`src/rtl/dcfg_pkg.sv`:
```
`timescale 1ns/1ps
package dcfg_pkg;
   localparam int TSEL_W = 2;

   typedef enum logic [TSEL_W-1:0] {
      TSEL_QUIET = 2'b00,
      TSEL_SDATA = 2'b01,
      TSEL_FBDIV = 2'b10,
      TSEL_SYNTH = 2'b11
   } tsel_e;

   // positions inside the synchronized control vector
   localparam int CTL_HOLD   = 0;
   localparam int CTL_SCLK   = 1;
   localparam int CTL_COMMIT = 2;
   localparam int CTL_DAT    = 3;
   localparam int CTL_W      = 4;
endpackage

```
`src/rtl/dcfg_sync.sv`:
```
`timescale 1ns/1ps
module dcfg_sync #(
   parameter int WIDTH  = 4,
   parameter int STAGES = 2
) (
   input  logic             clk,
   input  logic             rst_n,
   input  logic [WIDTH-1:0] d,
   output logic [WIDTH-1:0] q
);
   generate
      if (STAGES < 2) begin : g_bad_depth
         $error("dcfg_sync: STAGES must be at least 2");
      end
      if (WIDTH < 1) begin : g_bad_width
         $error("dcfg_sync: WIDTH must be positive");
      end
   endgenerate

   logic [STAGES-1:0][WIDTH-1:0] chain;

   always_ff @(posedge clk or negedge rst_n) begin
      if (!rst_n) begin
         chain <= '0;
      end else begin
         chain[0] <= d;
         for (int s = 1; s < STAGES; s++) begin
            chain[s] <= chain[s-1];
         end
      end
   end

   assign q = chain[STAGES-1];
endmodule

```
`src/rtl/dcfg_shift.sv`:
```
`timescale 1ns/1ps
module dcfg_shift #(
   parameter int FRAME_W = 14
) (
   input  logic               clk,
   input  logic               rst_n,
   input  logic               en,
   input  logic               step,
   input  logic               din,
   output logic [FRAME_W-1:0] sr_nxt
);
   generate
      if (FRAME_W < 2) begin : g_bad_frame
         $error("dcfg_shift: FRAME_W must be at least 2");
      end
   endgenerate

   logic [FRAME_W-1:0] sr_q;

   always_comb begin
      sr_nxt = sr_q;
      if (en && step) begin
         sr_nxt = {sr_q[FRAME_W-2:0], din};
      end
   end

   always_ff @(posedge clk or negedge rst_n) begin
      if (!rst_n) begin
         sr_q <= '0;
      end else begin
         sr_q <= sr_nxt;
      end
   end

   AST_SHIFT_IN: assert property (@(posedge clk) disable iff (!rst_n)
      (en && step) |=> (sr_q[0] == $past(din)));
   AST_SR_FROZEN: assert property (@(posedge clk) disable iff (!rst_n)
      (!en) |=> $stable(sr_q));
endmodule

```
`src/rtl/dcfg_regs.sv`:
```
`timescale 1ns/1ps
module dcfg_regs #(
   parameter int M_W = 9,
   parameter int N_W = 3,
   parameter int T_W = 2,
   localparam int FRAME_W = M_W + N_W + T_W
) (
   input  logic               clk,
   input  logic               rst_n,
   input  logic               par_lvl,
   input  logic               par_rise,
   input  logic               commit_lvl,
   input  logic               commit_rise,
   input  logic               sclk_rise,
   input  logic [M_W-1:0]     par_m,
   input  logic [N_W-1:0]     par_n,
   input  logic [FRAME_W-1:0] sr_nxt,
   output logic [M_W-1:0]     m_q,
   output logic [N_W-1:0]     n_q,
   output logic [T_W-1:0]     t_q
);
   localparam int N_LO = M_W;
   localparam int T_LO = M_W + N_W;

   logic load_par;
   logic xfer;

   // parallel route wins on the capture edge itself
   assign load_par = !par_lvl || par_rise;
   assign xfer     = par_lvl && !par_rise &&
                     (commit_rise || (commit_lvl && sclk_rise));

   always_ff @(posedge clk or negedge rst_n) begin
      if (!rst_n) begin
         m_q <= '0;
         n_q <= '0;
         t_q <= '0;
      end else if (load_par) begin
         m_q <= par_m;
         n_q <= par_n;
      end else if (xfer) begin
         m_q <= sr_nxt[N_LO-1:0];
         n_q <= sr_nxt[T_LO-1:N_LO];
         t_q <= sr_nxt[FRAME_W-1:T_LO];
      end
   end

   AST_PAR_TRACK: assert property (@(posedge clk) disable iff (!rst_n)
      (!par_lvl) |=> ((m_q == $past(par_m)) && (n_q == $past(par_n))));
   AST_T_PAR: assert property (@(posedge clk) disable iff (!rst_n)
      (!par_lvl) |=> $stable(t_q));
   AST_XFER_SRC: assert property (@(posedge clk) disable iff (!rst_n)
      xfer |=> ({t_q, n_q, m_q} == $past(sr_nxt)));
endmodule

```
`src/rtl/dcfg_tmux.sv`:
```
`timescale 1ns/1ps
module dcfg_tmux
   import dcfg_pkg::*;
(
   input  logic              par_lvl,
   input  logic              mreset,
   input  logic [TSEL_W-1:0] tsel,
   input  logic              sdat,
   input  logic              fb_tap,
   input  logic              syn_tap,
   output logic              test_out
);
   tsel_e code;
   logic  picked;

   assign code = tsel_e'(tsel);

   always_comb begin
      unique case (code)
         TSEL_QUIET: picked = 1'b0;
         TSEL_SDATA: picked = sdat;
         TSEL_FBDIV: picked = fb_tap;
         TSEL_SYNTH: picked = syn_tap;
         default:    picked = 1'b0;
      endcase
   end

   assign test_out = par_lvl && !mreset && picked;
endmodule

```
`src/rtl/divcfg_iface.sv`:
```
`timescale 1ns/1ps
module divcfg_iface
   import dcfg_pkg::*;
#(
   parameter int M_W         = 9,
   parameter int N_W         = 3,
   parameter int SYNC_STAGES = 2
) (
   input  logic              clk,
   input  logic              rst_n,
   input  logic              mreset,
   input  logic              par_hold,
   input  logic [M_W-1:0]    par_m,
   input  logic [N_W-1:0]    par_n,
   input  logic              ser_clk,
   input  logic              ser_dat,
   input  logic              ser_commit,
   input  logic              fb_tap,
   input  logic              syn_tap,
   output logic [M_W-1:0]    cfg_m,
   output logic [N_W-1:0]    cfg_n,
   output logic [TSEL_W-1:0] cfg_t,
   output logic              test_out
);
   localparam int FRAME_W = M_W + N_W + TSEL_W;
   localparam int EDGE_W  = CTL_DAT;

   logic [CTL_W-1:0]  ctl_raw;
   logic [CTL_W-1:0]  ctl_lvl;
   logic [EDGE_W-1:0] ctl_prev;
   logic [EDGE_W-1:0] ctl_rise;
   logic [FRAME_W-1:0] sr_nxt;

   assign ctl_raw[CTL_HOLD]   = par_hold;
   assign ctl_raw[CTL_SCLK]   = ser_clk;
   assign ctl_raw[CTL_COMMIT] = ser_commit;
   assign ctl_raw[CTL_DAT]    = ser_dat;

   dcfg_sync #(.WIDTH(CTL_W), .STAGES(SYNC_STAGES)) u_sync (
      .clk   (clk),
      .rst_n (rst_n),
      .d     (ctl_raw),
      .q     (ctl_lvl)
   );

   always_ff @(posedge clk or negedge rst_n) begin
      if (!rst_n) begin
         ctl_prev <= '0;
      end else begin
         ctl_prev <= ctl_lvl[EDGE_W-1:0];
      end
   end

   assign ctl_rise = ctl_lvl[EDGE_W-1:0] & ~ctl_prev;

   dcfg_shift #(.FRAME_W(FRAME_W)) u_shift (
      .clk    (clk),
      .rst_n  (rst_n),
      .en     (ctl_lvl[CTL_HOLD]),
      .step   (ctl_rise[CTL_SCLK]),
      .din    (ctl_lvl[CTL_DAT]),
      .sr_nxt (sr_nxt)
   );

   dcfg_regs #(.M_W(M_W), .N_W(N_W), .T_W(TSEL_W)) u_regs (
      .clk         (clk),
      .rst_n       (rst_n),
      .par_lvl     (ctl_lvl[CTL_HOLD]),
      .par_rise    (ctl_rise[CTL_HOLD]),
      .commit_lvl  (ctl_lvl[CTL_COMMIT]),
      .commit_rise (ctl_rise[CTL_COMMIT]),
      .sclk_rise   (ctl_rise[CTL_SCLK]),
      .par_m       (par_m),
      .par_n       (par_n),
      .sr_nxt      (sr_nxt),
      .m_q         (cfg_m),
      .n_q         (cfg_n),
      .t_q         (cfg_t)
   );

   dcfg_tmux u_tmux (
      .par_lvl  (ctl_lvl[CTL_HOLD]),
      .mreset   (mreset),
      .tsel     (cfg_t),
      .sdat     (ctl_lvl[CTL_DAT]),
      .fb_tap   (fb_tap),
      .syn_tap  (syn_tap),
      .test_out (test_out)
   );

   AST_QUIET_PAR: assert property (@(posedge clk) disable iff (!rst_n)
      (!ctl_lvl[CTL_HOLD]) |-> (!test_out));
endmodule

```
`config.mk`:
```
export PLATFORM = sky130hd
export DESIGN_NAME = divcfg_iface
export DESIGN_NICKNAME = d
export VERILOG_FILES = /design/src/rtl/dcfg_pkg.sv /design/src/rtl/dcfg_sync.sv /design/src/rtl/dcfg_shift.sv /design/src/rtl/dcfg_regs.sv /design/src/rtl/dcfg_tmux.sv /design/src/rtl/divcfg_iface.sv
export SDC_FILE = /design/constraint.sdc
export NUM_CORES = 1
export LEC_CHECK = 0
export BUFFER_PORTS_ARGS = -buffer_cell sky130_fd_sc_hd__buf_2
export CAP_MARGIN = 20
export CELL_PAD_IN_SITES_DETAIL_PLACEMENT = 1
export CELL_PAD_IN_SITES_GLOBAL_PLACEMENT = 1
export CORE_MARGIN = 8
export CORE_UTILIZATION = 30
export CTS_BUF_LIST = sky130_fd_sc_hd__clkbuf_4 sky130_fd_sc_hd__clkbuf_8
export CTS_CLUSTER_DIAMETER = 200
export DETAILED_ROUTE_END_ITERATION = 7
export GPL_ROUTABILITY_DRIVEN = 0
export PLACE_DENSITY_LB_ADDON = 0.1
export SETUP_SLACK_MARGIN = 0.5
export SLEW_MARGIN = 20
export SYNTH_ARGS = -nofsm -noshare
export SYNTH_HDL_FRONTEND = slang
export SYNTH_SLANG_ARGS = --single-unit
```
`constraint.sdc`:
```
create_clock -name clk -period 1.7 [get_ports clk]
set_input_delay 0.085 -clock clk [delete_from_list [all_inputs] [get_ports clk]]
set_output_delay 0.085 -clock clk [all_outputs]
set_load 0.03 [all_outputs]
```
==> results of run 1 <==
==> routing by layer <==
metal,wire (um),vias to the layer above
li1,-,539
met1,1610,577
met2,2010,23
met3,195,7
met4,60,0
met5,0,-
==> power breakdown <==
group,switching [mW],total [mW],internal [mW]
sequential,0.162,1.22,1.06
clock,0.321,0.796,0.475
combinational,0.228,0.465,0.237
==> sequential cells by signal (all words and copies together), names as in the netlist <==
register / flops
u_regs.m_q: 9
u_sync.chain: 4
u_regs.t_q: 2
u_regs.n_q: 3
u_sync.q: 4
u_shift.sr_q: 14
ctl_prev: 3
==> area by class of cell <==
| cell class | instances | share of cell area, % |
|---|---|---|
| Clock inverter | 2 | 1.55 |
| Inverter | 13 | 2.15 |
| Timing Repair Buffer | 54 | 16.6 |
| Multi-Input combinational cell | 64 | 29.1 |
| Sequential cell | 39 | 43.1 |
| Clock buffer | 6 | 3.64 |
| Tap cell | 70 | 3.86 |
==> worst min-delay path: stages <==
cell and delay [ns]:
buf_2 0.07, nand2_1 0.04, o211ai_1 0.07
==> final timing paths <==
path                       slack, ns       endpoint       startpoint  depth (start not counted)
min                             0.01  u_regs.n_q[2]         par_n[2]                          3
min in group asynchronous       0.39    ctl_prev[0]            rst_n                          3
max in group asynchronous       0.93    u_sync.q[0]            rst_n                          3
max reg2reg                     0.36  u_regs.t_q[0]      ctl_prev[1]                          3
min reg2reg                     0.35    u_sync.q[0]  u_sync.chain[0]                          0
max                             0.36  u_regs.t_q[0]      ctl_prev[1]                          3
==> per-stage QoR <==
stage                     setup WS (ns)  power (mW)  utilization [%]
final                             0.360        2.48             45.0
after floorplan                   0.462        1.35                -
after detailed placement          0.218        1.49             35.9
after global placement            0.264        1.48             35.9
after CTS                         0.340        2.36             42.4
after global routing              0.315        2.61             45.0
==> what timing repair did <==
action	4_1_cts	5_1_grt
resized for setup	22	20
hold buffers	6	0
endpoints found under the hold margin	44	0
setup endpoints to repair	20	26
pin swaps	4	1
buffers inserted	9	1
==> cell families (layout without fill, tap and decap cells) <==
family	after synthesis	in the layout	synth area share [%]
DFF	39	39	63.1
and+or+nand+nor	33	33	12.3
muxes	17	17	11.9
AOI/OAI and AO/OA	14	14	7.52
buffers and inverters	19	75	5.25
==> layout by cell type (no fill, tap or decap), drive strengths merged <==
cell type / instances
clkbuf: 6
nand2b: 1
a21oi: 1
bufinv: 1
clkinv: 1
o211ai: 13
dlygate4sd3: 6
nand2: 14
and2: 1
mux2: 5
mux2i: 12
nor2b: 1
buf: 48
inv: 13
nand3b: 3
or2b: 1
nand4: 12
dfrtp: 39
==> flow_summary.toml, run 1 <==
[status]
status = "finished clean"

[final_layout]
drive_above_1_share_pct = 44.9
area_growth_pct = 46.5
n_fill_cell = 547
n_antenna_cell = 0
nets = 198
regArea_sq_um = 977
design_area_sq_mm = 0.00227
multi_input_area_sq_um = 661
layoutNonFillerInstCount = 248

[drt]
first_pass_iters = 4
ant_nets = 0
vias_per_cell = 4.62
wire_per_inst_um = 15.6
drc = 0
wirelength_mm = 3.87
routed-via-count = 1146
drt_iter0_drc = 18

[logic_synthesis]
synth_common_cells = "dfrtp_1, nand2_1, inv_1"
async_reset_ff_share_pct = 100
synth_seq_cells = 39
synthTopCellsByArea = "dfrtp_1, mux2i_1, o211ai_1, nand4_1, nand2_1"
syn-cell-area_sq_mm = 0.00155
synth_area_per_cell_sq_um = 12.7
synth_cells = 122
ys_types = 19
yosysTopAreaCell = "dfrtp_1"
synth_most_common_cell = "dfrtp_1"
synthDominantCellAreaShare_pct = 63.1
synth_warnings = 0
synth-edff-count = 0
synth_top_flop_cell = "dfrtp_1"
synth-seq-area-share_pct = 63.1
synth_fp_nets = 143

[sta]
period_minus_slack_ns = 1.34
fin_setup_tns_ns = 0
report.final.slew_viol_count = 0
period_share_pct = 78.8
tightest_slew_ns = 0.509
hold_violations = 0
rsz0062_at_grt = "true"
setup_viol = 0
whs_ns = 0.0111
relSlewSlack_pct = 66.1
max_freq_mhz = 746
finalClockSkew_ns = 0.00749

[floorplanning]
num_rows = 26
die_w_um = 87.8
dieHeight_um = 87.8
core_sq_mm = 0.00504
die-area_sq_mm = 0.00771
ios = 36
initial_utilization_pct = 30.7

[setup_path]
cp_slowest_cell = "dfrtp_1"
crit_chain = "nand3b_4 > mux2_4 > mux2_4"
cp_data_required_time_ns = 1.88
cp.arrival_ns = 1.52
path_delay_family = "multiplexers"
cpMostUsedCell = "mux2_4"
start_kind = "flip-flop"
crit_type = "reg2reg"
crit_buf_inv = 0
max_stage_delay_ns = 0.39
cp-end-kind = "flip-flop"
cp_max_fo = 5

[power_and_ir_drop]
p_per_area_mw_per_mm2 = 1090
power.leakage_nw = 1.11
max-vdd-ir-drop_uv = 508

[global_route]
grt_max_degree = 40
grt.busiest_layer = "met2"
gr-usage-met1_pct = 12.8
grt_pass1_vias = 1367
grt.total_usage_pct = 11.1
grt_use_met3_pct = 3.28
grt_pass1_wl_mm = 6.51
use_met2_pct = 18.5
antenna_found_initial = 0
grt_overflow = 0

[placement]
dp.cells = 224
port_buffers = 35
placed_area_sq_mm = 0.00181
dp_hpwl_mm = 2.64

[clocking]
htreeDepth = 2
cts_tree = "yes"
cts_sinks = 39
cts_buffer_depth = 2
clockRootBuffer = "clkbuf_8"
cts_buffers = 5
cts.clk_slew.worst_paths_ns = 0.08
insertion_delay_ns = 0.29

[worst_hold_path]
hp-class = "in2reg"

[run]
drv_cap = 0
Note: power is estimated with default switching activity, not from simulation.
==> run 2: changes to the inputs <==
==> constraint.sdc (replaced) <==
create_clock -name clk -period 1.3 [get_ports clk]
set_input_delay 0.065 -clock clk [delete_from_list [all_inputs] [get_ports clk]]
set_output_delay 0.065 -clock clk [all_outputs]
set_load 0.03 [all_outputs]
==> flow_summary.toml, run 2 (synthesis gave the netlist of run 1 again) <==
[status]
status = "finished with violations"
violations = "negative setup slack"

[floorplanning]
initial_utilization_pct = 30.7
dieHeight_um = 87.8
core_sq_mm = 0.00504
die_w_um = 87.8
ios = 36
num_rows = 26
die-area_sq_mm = 0.00771

[clocking]
insertion_delay_ns = 0.29
cts_buffer_depth = 2
cts.clk_slew.worst_paths_ns = 0.08
htreeDepth = 2
clockRootBuffer = "clkbuf_8"
cts_sinks = 39
cts_tree = "yes"
cts_buffers = 5

[final_layout]
layoutNonFillerInstCount = 258
drive_above_1_share_pct = 47.3
nets = 208
largest_register_ffs = 14
n_fill_cell = 531
area_growth_pct = 57.8
reg_top3 = "u_shift.sr_q: 14 flops, u_regs.m_q: 9 flops"
final_cell_mix = "dfrtp_1, buf_6, buf_2"
final_common_cell = "dfrtp_1"
n_antenna_cell = 0
final_util_pct = 48.4
top_register = "u_shift.sr_q"

[power_and_ir_drop]
seqPwrFrac_pct = 47.7
p_per_area_mw_per_mm2 = 1380
sw_frac_of_total_pct = 28.9
p_clk_share_pct = 31.1
p_total_mw = 3.37
combPwrFrac_pct = 21.2
intPower_mw = 2.40
max-vdd-ir-drop_uv = 987
power_switching_mw = 0.973
power.leakage_nw = 1.17

[drt]
routed-via-count = 1181
ant_nets = 0
drc = 0
wirelength_mm = 4.36
drt_iter0_drc = 21
wire_per_inst_um = 16.9
first_pass_iters = 4
vias_per_cell = 4.58

[setup_path]
crit_chain = "nor2b_4 > o211ai_4 > mux2_4"
cp-end-kind = "flip-flop"
r2r_cells = 3
start_kind = "flip-flop"
worstReg2RegEnd = "u_regs.t_q[1]"
cp_data_required_time_ns = 1.47
reg2reg_from = "u_sync.q[1]"
cp_slowest_cell = "dfrtp_2"
cp_max_fo = 5
cp.arrival_ns = 1.50
crit_end = "u_regs.t_q[1]"
max_stage_delay_ns = 0.45
worst-r2r-setup-slack_ns = -0.03
path_delay_family = "flip-flops"
crit_buf_inv = 0
crit_type = "reg2reg"
path_depth = 3
cp-startpoint = "u_sync.q[1]"

[global_route]
antenna_found_initial = 0
grt_pass1_wl_mm = 7.31
grt_max_degree = 23
grt.total_usage_pct = 12.7
grt_pass1_vias = 1406
grt_overflow = 0

[sta]
relSlewSlack_pct = 79.7
max_freq_mhz = 754
period_minus_slack_ns = 1.33
setup_viol = 3
report.final.slew_viol_count = 0
finalClockSkew_ns = 0.00497
fin_setup_tns_ns = -0.0701
tightest_slew_ns = 0.304
setup_slack_ns = -0.0267
rsz0062_at_grt = "true"
hold_violations = 0
period_share_pct = 102

[placement]
dp.cells = 229
pre_cts_ws_ns = 0.00237
port_buffers = 35
dp_hpwl_mm = 2.99

[worst_hold_path]
hold_depth = 3
hold_start = "par_m[7]"
hp-class = "in2reg"

[run]
drv_cap = 0
[run 2: cell count changes in the layout (fill, tap and decap cells not counted), sizes merged]
cell,change
dlygate4sd3,+1
clkbuf,+1
buf,+8
[run 2: layer usage]
metal / share of wire (%) / vias up / track usage (%)
met5: 0 / - / 0
met4: 0.48 / 0 / 2.97
met3: 3.5 / 2 / 3.85
met2: 55 / 18 / 23.1
met1: 41 / 604 / 14.0
li1: - / 557 / -
[run 2: power groups by stage]
stage	combinational (mW)	clock, mW	sequential (mW)
after floorplan	0.218	0	1.55
after global placement	0.455	0	1.50
after detailed placement	0.473	0	1.51
after CTS	0.700	1.07	1.59
after global routing	0.776	1.14	1.63
final	0.716	1.05	1.61
[run 2: area by class of cell]
class	count	area, sq um	area share (%)
clock buffer	6	82.6	3.38
clock inverter	2	35.0	1.43
inverter	13	48.8	2.00
multi-input combinational	64	657	26.9
sequential	39	977	40.0
tap	70	87.6	3.59
timing repair buffer	64	554	22.7
[run 2: tightest hold or removal path: stages]
cell and delay [ns]:
buf_2 0.07, nand2_1 0.04, o211ai_1 0.08
[run 2: how the worst min path moves through the flow]
stage | slack (ns) | to
final | 0.01 | u_regs.m_q[7]
after global routing | 0.006 | u_regs.m_q[5]
after CTS | 0.0001 | u_regs.m_q[4]
after detailed placement | 0.03 | u_sync.chain[3]
after global placement | 0.03 | u_sync.chain[2]
after floorplan | -0.23 | ctl_prev[0]
[run 2: timing repair]
| action | 4_1_cts | 5_1_grt |
|---|---|---|
| pin swaps | 2 | 2 |
| setup endpoints to repair | 43 | 43 |
| cloned | 1 | 0 |
| hold buffers | 7 | 0 |
| setup buffers | 13 | 0 |
| endpoints found under the hold margin | 23 | 0 |
| resized for setup | 57 | 12 |
[run 2: metrics by stage]
stage               hold slack, ns  area, sq um
floorplan                   -0.231         1550
global placement            0.0256         1870
detailed placement          0.0291         1870
CTS                       0.000112         2390
global route               0.00556         2440
finish                     0.00956         2440
